$ cat config.mk
export PLATFORM = sky130hd
export DESIGN_NAME = pll_retune_seq
export DESIGN_NICKNAME = d
export VERILOG_FILES = /design/src/rtl/pll_seq_pkg.sv /design/src/rtl/pll_cfg_check.sv /design/src/rtl/pll_field_enc.sv /design/src/rtl/pll_seq_timer.sv /design/src/rtl/pll_retune_seq.sv
export SDC_FILE = /design/constraint.sdc
export NUM_CORES = 1
export LEC_CHECK = 0
export BUFFER_PORTS_ARGS = -buffer_cell sky130_fd_sc_hd__buf_2
export CAP_MARGIN = 0
export CORE_MARGIN = 1.5
export CORE_UTILIZATION = 30
export DETAILED_ROUTE_END_ITERATION = 16
export PLACE_DENSITY_LB_ADDON = 0.15
export SYNTH_ARGS = -nofsm -noshare
export SYNTH_HDL_FRONTEND = slang
export SYNTH_HIERARCHICAL = 1
export SYNTH_SLANG_ARGS = --single-unit
$ cat constraint.sdc
create_clock -name clk -period 3.1 [get_ports clk]
set_input_delay 0.775 -clock clk [delete_from_list [all_inputs] [get_ports clk]]
set_output_delay 0.775 -clock clk [all_outputs]
set_load 0.005 [all_outputs]
$ cat src/rtl/pll_seq_pkg.sv
package pll_seq_pkg;

  typedef enum logic [2:0] {
    SQ_IDLE,
    SQ_BYPASS,
    SQ_PROGRAM,
    SQ_SETTLE,
    SQ_LOCKWAIT
  } seq_state_e;

  localparam longint unsigned VCO_LO_KHZ = 64'd440000;
  localparam longint unsigned VCO_HI_KHZ = 64'd2200000;
  localparam longint unsigned OUT_LO_KHZ = 64'd27500;
  localparam longint unsigned OUT_HI_KHZ = 64'd2200000;

  // Range rule evaluated without division: the rates are compared
  // after cross-multiplying by the divisors, so the test is exact.
  function automatic logic divider_set_ok(input longint unsigned ref_khz,
                                          input longint unsigned nr,
                                          input longint unsigned nf,
                                          input longint unsigned no);
    longint unsigned scaled;
    logic vco_ok;
    logic out_ok;
    if (nr == 64'd0 || no == 64'd0 || nf < 64'd2) return 1'b0;
    if (no != 64'd1 && (no % 64'd2) != 64'd0) return 1'b0;
    scaled = ref_khz * nf;
    vco_ok = (scaled >= VCO_LO_KHZ * nr) && (scaled <= VCO_HI_KHZ * nr);
    out_ok = (scaled >= OUT_LO_KHZ * nr * no) && (scaled <= OUT_HI_KHZ * nr * no);
    return vco_ok && out_ok;
  endfunction

  function automatic int unsigned settle_cycles(input int unsigned clk_per_us,
                                                input int unsigned us);
    return clk_per_us * us;
  endfunction

endpackage

$ cat src/rtl/pll_cfg_check.sv
module pll_cfg_check #(
  parameter int REF_KHZ = 24000,
  parameter int NR_W    = 6,
  parameter int NF_W    = 13,
  parameter int NO_W    = 4
) (
  input  logic [NR_W-1:0] nr,
  input  logic [NF_W-1:0] nf,
  input  logic [NO_W-1:0] no,
  output logic            legal
);
  import pll_seq_pkg::*;

  always_comb begin
    legal = divider_set_ok(64'(REF_KHZ), 64'(nr), 64'(nf), 64'(no));
  end

endmodule

$ cat src/rtl/pll_field_enc.sv
module pll_field_enc #(
  parameter int NR_W = 6,
  parameter int NF_W = 13,
  parameter int NO_W = 4
) (
  input  logic [NR_W-1:0] nr,
  input  logic [NF_W-1:0] nf,
  input  logic [NO_W-1:0] no,
  output logic [NR_W-1:0] refdiv,
  output logic [NF_W-1:0] fbdiv,
  output logic [NO_W-1:0] outdiv,
  output logic [NF_W-2:0] bwadj
);
  localparam int BW_W = NF_W - 1;

  always_comb begin
    refdiv = nr - NR_W'(1);
    fbdiv  = nf - NF_W'(1);
    outdiv = no - NO_W'(1);
    bwadj  = nf[NF_W-1:1] - BW_W'(1);
  end

endmodule

$ cat src/rtl/pll_seq_timer.sv
module pll_seq_timer #(
  parameter int CNT_W = 12
) (
  input  logic             clk,
  input  logic             rst_n,
  input  logic             load,
  input  logic [CNT_W-1:0] load_val,
  output logic             expired
);
  logic [CNT_W-1:0] remain;

  always_ff @(posedge clk or negedge rst_n) begin
    if (!rst_n) begin
      remain <= '0;
    end else if (load) begin
      remain <= load_val;
    end else if (remain != '0) begin
      remain <= remain - CNT_W'(1);
    end
  end

  assign expired = (remain == '0);

endmodule

$ cat src/rtl/pll_retune_seq.sv
module pll_retune_seq #(
  parameter int REF_KHZ      = 24000,
  parameter int CLK_PER_US   = 125,
  parameter int SETTLE_US    = 10,
  parameter int LOCK_TIMEOUT = 2000,
  parameter int NR_W         = 6,
  parameter int NF_W         = 13,
  parameter int NO_W         = 4
) (
  input  logic            clk,
  input  logic            rst_n,
  input  logic            start,
  input  logic [NR_W-1:0] nr_in,
  input  logic [NF_W-1:0] nf_in,
  input  logic [NO_W-1:0] no_in,
  input  logic            pll_lock,
  output logic            pll_reset,
  output logic            pll_normal,
  output logic [NR_W-1:0] refdiv_fld,
  output logic [NF_W-1:0] fbdiv_fld,
  output logic [NO_W-1:0] outdiv_fld,
  output logic [NF_W-2:0] bwadj_fld,
  output logic            busy,
  output logic            done,
  output logic            err
);
  import pll_seq_pkg::*;

  localparam int BW_W       = NF_W - 1;
  localparam int SETTLE_CYC = int'(settle_cycles(CLK_PER_US, SETTLE_US));
  localparam int TMR_MAX    = (SETTLE_CYC > LOCK_TIMEOUT) ? SETTLE_CYC : LOCK_TIMEOUT;
  localparam int TMR_W      = $clog2(TMR_MAX + 1);

  seq_state_e state;

  logic [NR_W-1:0] req_nr;
  logic [NF_W-1:0] req_nf;
  logic [NO_W-1:0] req_no;

  // Named internal events
  logic            cfg_legal;
  logic            start_acc;
  logic            fld_wr;
  logic            rst_release;
  logic            lock_seen;
  logic            lock_abort;
  logic            tmr_load;
  logic            tmr_expired;
  logic [TMR_W-1:0] tmr_val;

  logic [NR_W-1:0] enc_refdiv;
  logic [NF_W-1:0] enc_fbdiv;
  logic [NO_W-1:0] enc_outdiv;
  logic [BW_W-1:0] enc_bwadj;

  pll_cfg_check #(
    .REF_KHZ (REF_KHZ),
    .NR_W    (NR_W),
    .NF_W    (NF_W),
    .NO_W    (NO_W)
  ) u_check (
    .nr    (nr_in),
    .nf    (nf_in),
    .no    (no_in),
    .legal (cfg_legal)
  );

  pll_field_enc #(
    .NR_W (NR_W),
    .NF_W (NF_W),
    .NO_W (NO_W)
  ) u_enc (
    .nr     (req_nr),
    .nf     (req_nf),
    .no     (req_no),
    .refdiv (enc_refdiv),
    .fbdiv  (enc_fbdiv),
    .outdiv (enc_outdiv),
    .bwadj  (enc_bwadj)
  );

  assign start_acc   = start && (state == SQ_IDLE);
  assign fld_wr      = (state == SQ_PROGRAM);
  assign rst_release = (state == SQ_SETTLE) && tmr_expired;
  assign lock_seen   = (state == SQ_LOCKWAIT) && pll_lock;
  assign lock_abort  = (state == SQ_LOCKWAIT) && !pll_lock && tmr_expired;
  assign tmr_load    = fld_wr || rst_release;
  assign tmr_val     = fld_wr ? TMR_W'(SETTLE_CYC - 1) : TMR_W'(LOCK_TIMEOUT - 1);

  pll_seq_timer #(
    .CNT_W (TMR_W)
  ) u_timer (
    .clk      (clk),
    .rst_n    (rst_n),
    .load     (tmr_load),
    .load_val (tmr_val),
    .expired  (tmr_expired)
  );

  always_ff @(posedge clk or negedge rst_n) begin
    if (!rst_n) begin
      state      <= SQ_IDLE;
      req_nr     <= '0;
      req_nf     <= '0;
      req_no     <= '0;
      pll_reset  <= 1'b0;
      pll_normal <= 1'b0;
      refdiv_fld <= '0;
      fbdiv_fld  <= '0;
      outdiv_fld <= '0;
      bwadj_fld  <= '0;
      busy       <= 1'b0;
      done       <= 1'b0;
      err        <= 1'b0;
    end else begin
      done <= 1'b0;
      unique case (state)
        SQ_IDLE: begin
          if (start_acc) begin
            err <= !cfg_legal;
            if (cfg_legal) begin
              req_nr     <= nr_in;
              req_nf     <= nf_in;
              req_no     <= no_in;
              busy       <= 1'b1;
              pll_normal <= 1'b0;
              state      <= SQ_BYPASS;
            end else begin
              done <= 1'b1;
            end
          end
        end
        SQ_BYPASS: begin
          pll_reset <= 1'b1;
          state     <= SQ_PROGRAM;
        end
        SQ_PROGRAM: begin
          refdiv_fld <= enc_refdiv;
          fbdiv_fld  <= enc_fbdiv;
          outdiv_fld <= enc_outdiv;
          bwadj_fld  <= enc_bwadj;
          state      <= SQ_SETTLE;
        end
        SQ_SETTLE: begin
          if (rst_release) begin
            pll_reset <= 1'b0;
            state     <= SQ_LOCKWAIT;
          end
        end
        SQ_LOCKWAIT: begin
          if (lock_seen) begin
            pll_normal <= 1'b1;
            done       <= 1'b1;
            busy       <= 1'b0;
            state      <= SQ_IDLE;
          end else if (lock_abort) begin
            err   <= 1'b1;
            done  <= 1'b1;
            busy  <= 1'b0;
            state <= SQ_IDLE;
          end
        end
        default: state <= SQ_IDLE;
      endcase
    end
  end

endmodule

[Word-level counts from Yosys, hierarchy flattened]
Index checks and enable logic that the tools add are counted.
Word-level totals
  logic and storage cells: 106
  bits in registers: 77
  bits in writable memories: 0
  memories: 0
  memory bits (read-only): 0
  output and inout port bits: 40
  bits in latches: 0
  input port bits: 27
Operators by class
  magnitude comparators: 5
  equal/unequal tests: 12
  multiplexer cells: 36
  multiply operators: 6
  bitwise operators: 0
  div/mod/pow operators: 0
  reduce and logical (&&, ||, !) cells: 28
  add/subtract/negate cells: 5
  shift operators: 0
Operator list (count)
  28-bit by 25-bit >= comparator with 1-bit output: 2
  13-bit by 6-bit multiplier with 19-bit output, first input constant: 2
  28-bit by 32-bit <= comparator with 1-bit output: 1
  28-bit <= comparator: 1
  22-bit by 4-bit multiplier with 26-bit output: 1
  19-bit by 4-bit multiplier with 23-bit output: 1
  16-bit by 6-bit multiplier with 22-bit output, first input constant: 1
  9-bit by 13-bit multiplier with 22-bit output, first input constant: 1
  1-bit 2-to-1 mux: 22
  11-bit 2-to-1 mux: 2
  4-bit AND reduction: 4
  3-bit 2-to-1 mux: 5
  3-bit case mux with 5 select lines: 1
  13-bit by 2-bit < comparator with 1-bit output, second input constant: 1
  13-bit by 1-bit subtractor with 13-bit output, second input constant: 1
  2-bit != test, second input constant: 6
  12-bit by 1-bit subtractor with 12-bit output, second input constant: 1
  11-bit logical NOT: 1
  11-bit nonzero test: 1
  11-bit by 1-bit subtractor with 11-bit output, second input constant: 1
  10-bit 2-to-1 mux: 1
  1-bit case mux with 2 select lines: 5
  1-bit logical AND: 9
  3-bit by 2-bit == test with 1-bit output, second input constant: 2
  14 further kinds: 19

[Depth between registers and ports, before layout]
  depth after elaboration: 10
  gate-level depth with buffers: 40
  gate-level depth less buffers: 40

[Cells and area by module]
Netlist, hierarchy kept.
By module, submodules not included
  pll_cfg_check: seq. area each 0.0 µm², area each 12000.3 µm², cells an instance 1445, times used 1
  pll_retune_seq: seq. area each 1651.6 µm², area each 2643.8 µm², cells an instance 162, times used 1
  pll_seq_timer: seq. area each 275.3 µm², area each 674.4 µm², cells an instance 68, times used 1
  pll_field_enc: seq. area each 0.0 µm², area each 561.8 µm², cells an instance 79, times used 1

[Least setup slack after synthesis]
Ideal clock, no wire load.
  kind: input port to flip-flop
  start: input nr_in[3]
  end: register req_nf[0]
  required time: 2.975 ns
  data arrival time: 8.543 ns
  slack: -5.568 ns
  cell stages on the path: 34
  path buffers: 1
  library setup time: 0.125 ns
  cell sequence: ha_1 > ha_1 > fa_1 > inv_1 > fa_1 > nor2b_1 > o21ai_0 > a21boi_0 > o21a_1 > o21ai_2 > a211o_1 > and2_1 > o311ai_2 > and2_1 > fa_1 > fa_1 > ha_1 > or2_2 > a21oi_1 > nand2b_1 > o21ai_0 > a211oi_1 > xor2_1 > ha_1 > a21oi_1 > nand2_1 > a21oi_1 > o21ai_0 > o211ai_1 > nor4_1 > a211oi_1 > nand2_4 > buf_6 > mux2_4
Between the ends
  word-level cells in the longest chain between the ends: 8
  elaborated cells on any way between the ends: 19
  those cells by class: mul: 5; order compare: 4; mux: 3; reduce/logical: 7
RTL lines
  from (decl): RTL line pll_retune_seq.sv:13  | input logic [NR_W-1:0] nr_in,
  16-bit by 6-bit multiplier with 22-bit output or 13-bit by 6-bit multiplier with 19-bit output (tied branches): RTL line pll_seq_pkg.sv:28, pll_seq_pkg.sv:29
  22-bit by 4-bit multiplier with 26-bit output or 19-bit by 4-bit multiplier with 23-bit output (tied branches): RTL line pll_seq_pkg.sv:29  | out_ok = (scaled >= OUT_LO_KHZ * nr * no) && (scaled <= OUT_HI_KHZ * nr * no);
  28-bit by 32-bit <= comparator with 1-bit output or 28-bit by 25-bit >= comparator with 1-bit output (tied branches): RTL line pll_seq_pkg.sv:29
  1-bit logical AND: RTL line pll_seq_pkg.sv:29
  1-bit logical AND: RTL line pll_seq_pkg.sv:30  | return vco_ok && out_ok;
  1-bit 2-to-1 mux: RTL line pll_seq_pkg.sv:27  | scaled = ref_khz * nf;
  1-bit 2-to-1 mux *: RTL line pll_seq_pkg.sv:26  | if (no != 64'd1 && (no % 64'd2) != 64'd0) return 1'b0;
  via cfg_legal: RTL line pll_retune_seq.sv:41  | logic cfg_legal;
  3-bit AND reduction (no line) *
  to (signal assigned): RTL line pll_retune_seq.sv:123  | req_nf <= nf_in;
  to (decl): RTL line pll_retune_seq.sv:37  | logic [NF_W-1:0] req_nf;
Mark *: on every way through the listed nets, which the timed path passes. The rest lies on a longest branch.
A chain may end at the register's enable or synchronous reset.

[Worst setup path after layout]
  start: input nr_in[3]
  end: register req_no[2]
Between the ends
  word-level cells in the longest chain between the ends: 8
  elaborated cells on any way between the ends: 19
  those cells by class: mul: 5; order compare: 4; mux: 3; reduce/logical: 7
RTL lines
  16-bit by 6-bit multiplier with 22-bit output or 13-bit by 6-bit multiplier with 19-bit output (tied branches): RTL line pll_seq_pkg.sv:28, pll_seq_pkg.sv:29
  22-bit by 4-bit multiplier with 26-bit output or 19-bit by 4-bit multiplier with 23-bit output (tied branches): RTL line pll_seq_pkg.sv:29
  28-bit by 32-bit <= comparator with 1-bit output or 28-bit by 25-bit >= comparator with 1-bit output (tied branches): RTL line pll_seq_pkg.sv:29
  1-bit logical AND: RTL line pll_seq_pkg.sv:29
  1-bit logical AND: RTL line pll_seq_pkg.sv:30
  1-bit 2-to-1 mux: RTL line pll_seq_pkg.sv:27
  1-bit 2-to-1 mux *: RTL line pll_seq_pkg.sv:26
  via cfg_legal: RTL line pll_retune_seq.sv:41
  3-bit AND reduction (no line) *
  to (signal assigned): RTL line pll_retune_seq.sv:124  | req_no <= no_in;
  to (decl): RTL line pll_retune_seq.sv:38  | logic [NO_W-1:0] req_no;
Marked as above.

==> summary.md <==
| Metric | Value |
|---|---|
| Result of the run | `finished, violations left` |
| Failing checks | `negative setup slack` |
| Clock transition at the registers of the reported paths | `0.06 ns` |
| Largest net degree at the start of global routing | `78` |
| Ranking of synthesized cells by instance count | `sky130_fd_sc_hd__inv_1 (288), sky130_fd_sc_hd__ha_1 (283), sky130_fd_sc_hd__fa_1 (141), sky130_fd_sc_hd__nand2_1 (107), sky130_fd_sc_hd__and2_1 (101)` |
| Gp weighted congestion | `0.860` |
| Die Area | `54300 sq um` |
| Clock tree from TritonCTS | `done` |
| Buf/Inv on CP | `4` |
| Clock network latency to the later pin of the worst-skew pair | `0.35 ns` |
| Endpoints failing setup | `28` |
| Total clock sinks | `77` |
| # fillers | `5299` |
| H-tree Lvls | `3` |
| Shortest period the worst path allows | `8.24 ns` |
| Number of global-route vias before repair | `14.3k` |
| Number of max-cap violations | `0` |
| Final-stage net count | `2711` |
| Number of distinct library cell variants in the gate-level netlist after synthesis | `86` |
| Slew @ Worst Pin | `0.988 ns` |
| Fraction of final layout cells sized beyond drive strength 1 | `34.1%` |
| Fraction of registers with async set/reset | `100%` |
| Main area contributors after synthesis | `sky130_fd_sc_hd__ha_1 (22%), sky130_fd_sc_hd__fa_1 (18%), sky130_fd_sc_hd__dfrtp_1 (12%), sky130_fd_sc_hd__inv_1 (6.8%), sky130_fd_sc_hd__and2_1 (4.0%)` |
| Critical path data arrival time | `8.47 ns` |
| Cell at the root of the clock tree | `sky130_fd_sc_hd__clkbuf_16` |
| Max Fclk | `0.121 GHz` |
| Slew Limit Headroom | `34.1%` |
| Die X-Extent | `233 um` |
| Hold_ws | `0.501 ns` |
| Total via count after detailed routing | `13.6k` |
| Antenna violations before repair | `2` |
| Max FO, Critical Path | `7` |
| Ant. Diodes | `0` |
| Final hold vios | `0` |
| Top flip-flop cell by instance count after synthesis | `sky130_fd_sc_hd__dfrtp_1` |
| Final wirelength | `45000 um` |
| Category of the most critical setup path | `in -> reg` |
| Vias/cell | `4.60` |
| I/O pin cnt | `67` |
| TritonCTS Buffers | `9` |
| CP max stage delay | `0.56 ns` |
| Critical path required time | `3.33 ns` |
| Floorplan row count | `84` |
| Path class of the lowest-slack min-delay path | `reg -> reg` |
| Crit-path leading delay family | `compound AO/OA/AOI/OAI gates` |
| Number of synthesized flops with an enable pin | `0` |
| Nature of the critical path endpoint | `flop` |
| Sequential element share of the synthesized area | `12.1%` |
| Synthesis-to-layout area growth | `37.2%` |
| Clock Skews | `0.00683 ns` |
| Iteration count of the initial detailed-routing pass | `4` |
| Overflow left after global routing | `0` |
| Synthesis warning total | `6` |
| Placeable core region | `52400 sq um` |
| Number of nets still failing antenna checks after routing | `0` |
| R2R Setup Slk | `0.71 ns` |
| Wire length per cell after detailed routing | `15.2 um` |
| Post-synthesis area per instance | `9.05 sq um` |
| Flip-flop and latch count after synthesis | `77` |
| Starting Density | `30.3%` |
| Unrepaired setup endpoints after global routing | `true` |
| Number of remaining DRC errors | `0` |
| Clock tree buffer depth | `2` |
| Period Utilization, post-route | `266%` |
| Synth Cell Area | `15900 sq um` |
| Number of max-slew violations in the final report | `0` |
| Initial detailed-routing violation count | `489` |
| Critical Path Source Type | `primary input` |
| Height of the die | `233 um` |
| Synth top area share | `22.3%` |
| Detailed Place HPWL | `38900 um` |
| Number of port buffers | `66` |
| Global-route wire length before repair | `73400 um` |
| Cell type with the highest aggregate area in the netlist | `sky130_fd_sc_hd__ha_1` |
| Worst-case setup margin in the final layout | `-5.14 ns` |
| GR Util All Layers | `16.9%` |
| Syn Inst Count | `1754` |
| Slowest-stage cell, CP | `sky130_fd_sc_hd__fa_1` |
| Top-count cell post-synth | `sky130_fd_sc_hd__inv_1` |
cells in the final DEF, fill, tap and decap left out, types with 60 or more instances in the layout:
cell type and n:
sky130_fd_sc_hd__a21oi_1 69, sky130_fd_sc_hd__and2_1 96, sky130_fd_sc_hd__buf_2 60, sky130_fd_sc_hd__buf_4 446, sky130_fd_sc_hd__dfrtp_1 77, sky130_fd_sc_hd__fa_1 136, sky130_fd_sc_hd__ha_1 244, sky130_fd_sc_hd__inv_1 280
sky130_fd_sc_hd__nand2_1 106, sky130_fd_sc_hd__xnor2_1 61
registers in the layout (all words and copies together), names as in the netlist:
signal          cells
fbdiv_fld          13
req_nf             13
bwadj_fld          12
u_timer/remain     11
refdiv_fld          6
req_nr              6
outdiv_fld          4
req_no              4
state               3
busy                1
done                1
err                 1
pll_normal          1
pll_reset           1
cell type report:
| type | instances | area, sq um | share of cell area, % |
|---|---|---|---|
| Sequential cell | 77 | 1930 | 8.84 |
| Clock buffer | 9 | 225 | 1.03 |
| Multi-Input combinational cell | 1358 | 13700 | 62.6 |
| Tap cell | 688 | 861 | 3.95 |
| Timing Repair Buffer | 524 | 3940 | 18.1 |
| Clock inverter | 7 | 82.6 | 0.379 |
| Inverter | 290 | 1110 | 5.09 |
worst paths after layout:
path / cells after the start / startpoint / endpoint
worst max register to register: 9 / u_timer/remain[0] / u_timer/remain[8]
worst min register to register: 1 / bwadj_fld[8] / bwadj_fld[8]
max in group asynchronous: 1 / rst_n / u_timer/remain[9]
min in group asynchronous: 1 / rst_n / bwadj_fld[7]
worst min-delay path: 1 / bwadj_fld[8] / bwadj_fld[8]
worst max-delay path: 38 / nr_in[3] / req_no[2]
routing by layer:
layer  wire, um  global-route usage [%]  part of all wire (%)  up-vias
met1      21000                    22.0                    47     6515
met2      21900                    29.6                    49      106
li1           -                       -                     -     6902
met5         31                       0                 0.069        -
met4       1220                    4.74                   2.7        4
met3        759                    1.45                   1.7       45
logic make-up (layout without fill, tap and decap cells):
group           after synthesis  in the layout  synth area share (%)
other cells                   2              5                0.0473
simple gates                442            442                  15.2
compound gates              305            305                  13.1
flops                        77             77                  12.1
xor+xnor                    119            119                  6.56
buf+inv                     322            830                  8.00
mux                          63             63                  4.90
fa+ha+maj                   424            424                  40.1
through the flow:
step                cell area (sq um)  cells  worst slack (ns)  TNS [ns]  util, %
floorplan                       16200   1757             -4.94   -136.02        -
global placement                20400   2903             -5.75   -160.12     38.9
detailed placement              20400   2903             -5.88   -163.55     38.9
CTS                             21300   2943             -5.22   -144.33     40.6
global route                    21800   2953             -5.42   -150.97     41.5
finish                          21800   2953             -5.14   -143.10     41.5
repair_timing:
action                                  4_1_cts  5_1_grt
pin swaps                                    46       57
setup buffers                                23       11
endpoints found under the setup margin       28       28
hold buffers                                  0        0
gates cloned                                  2        0
gates resized for setup                      72       77
Power is left out: the tool's default activity adds up to more than one toggle a clock period on the data nets, which glitch-free logic cannot reach.
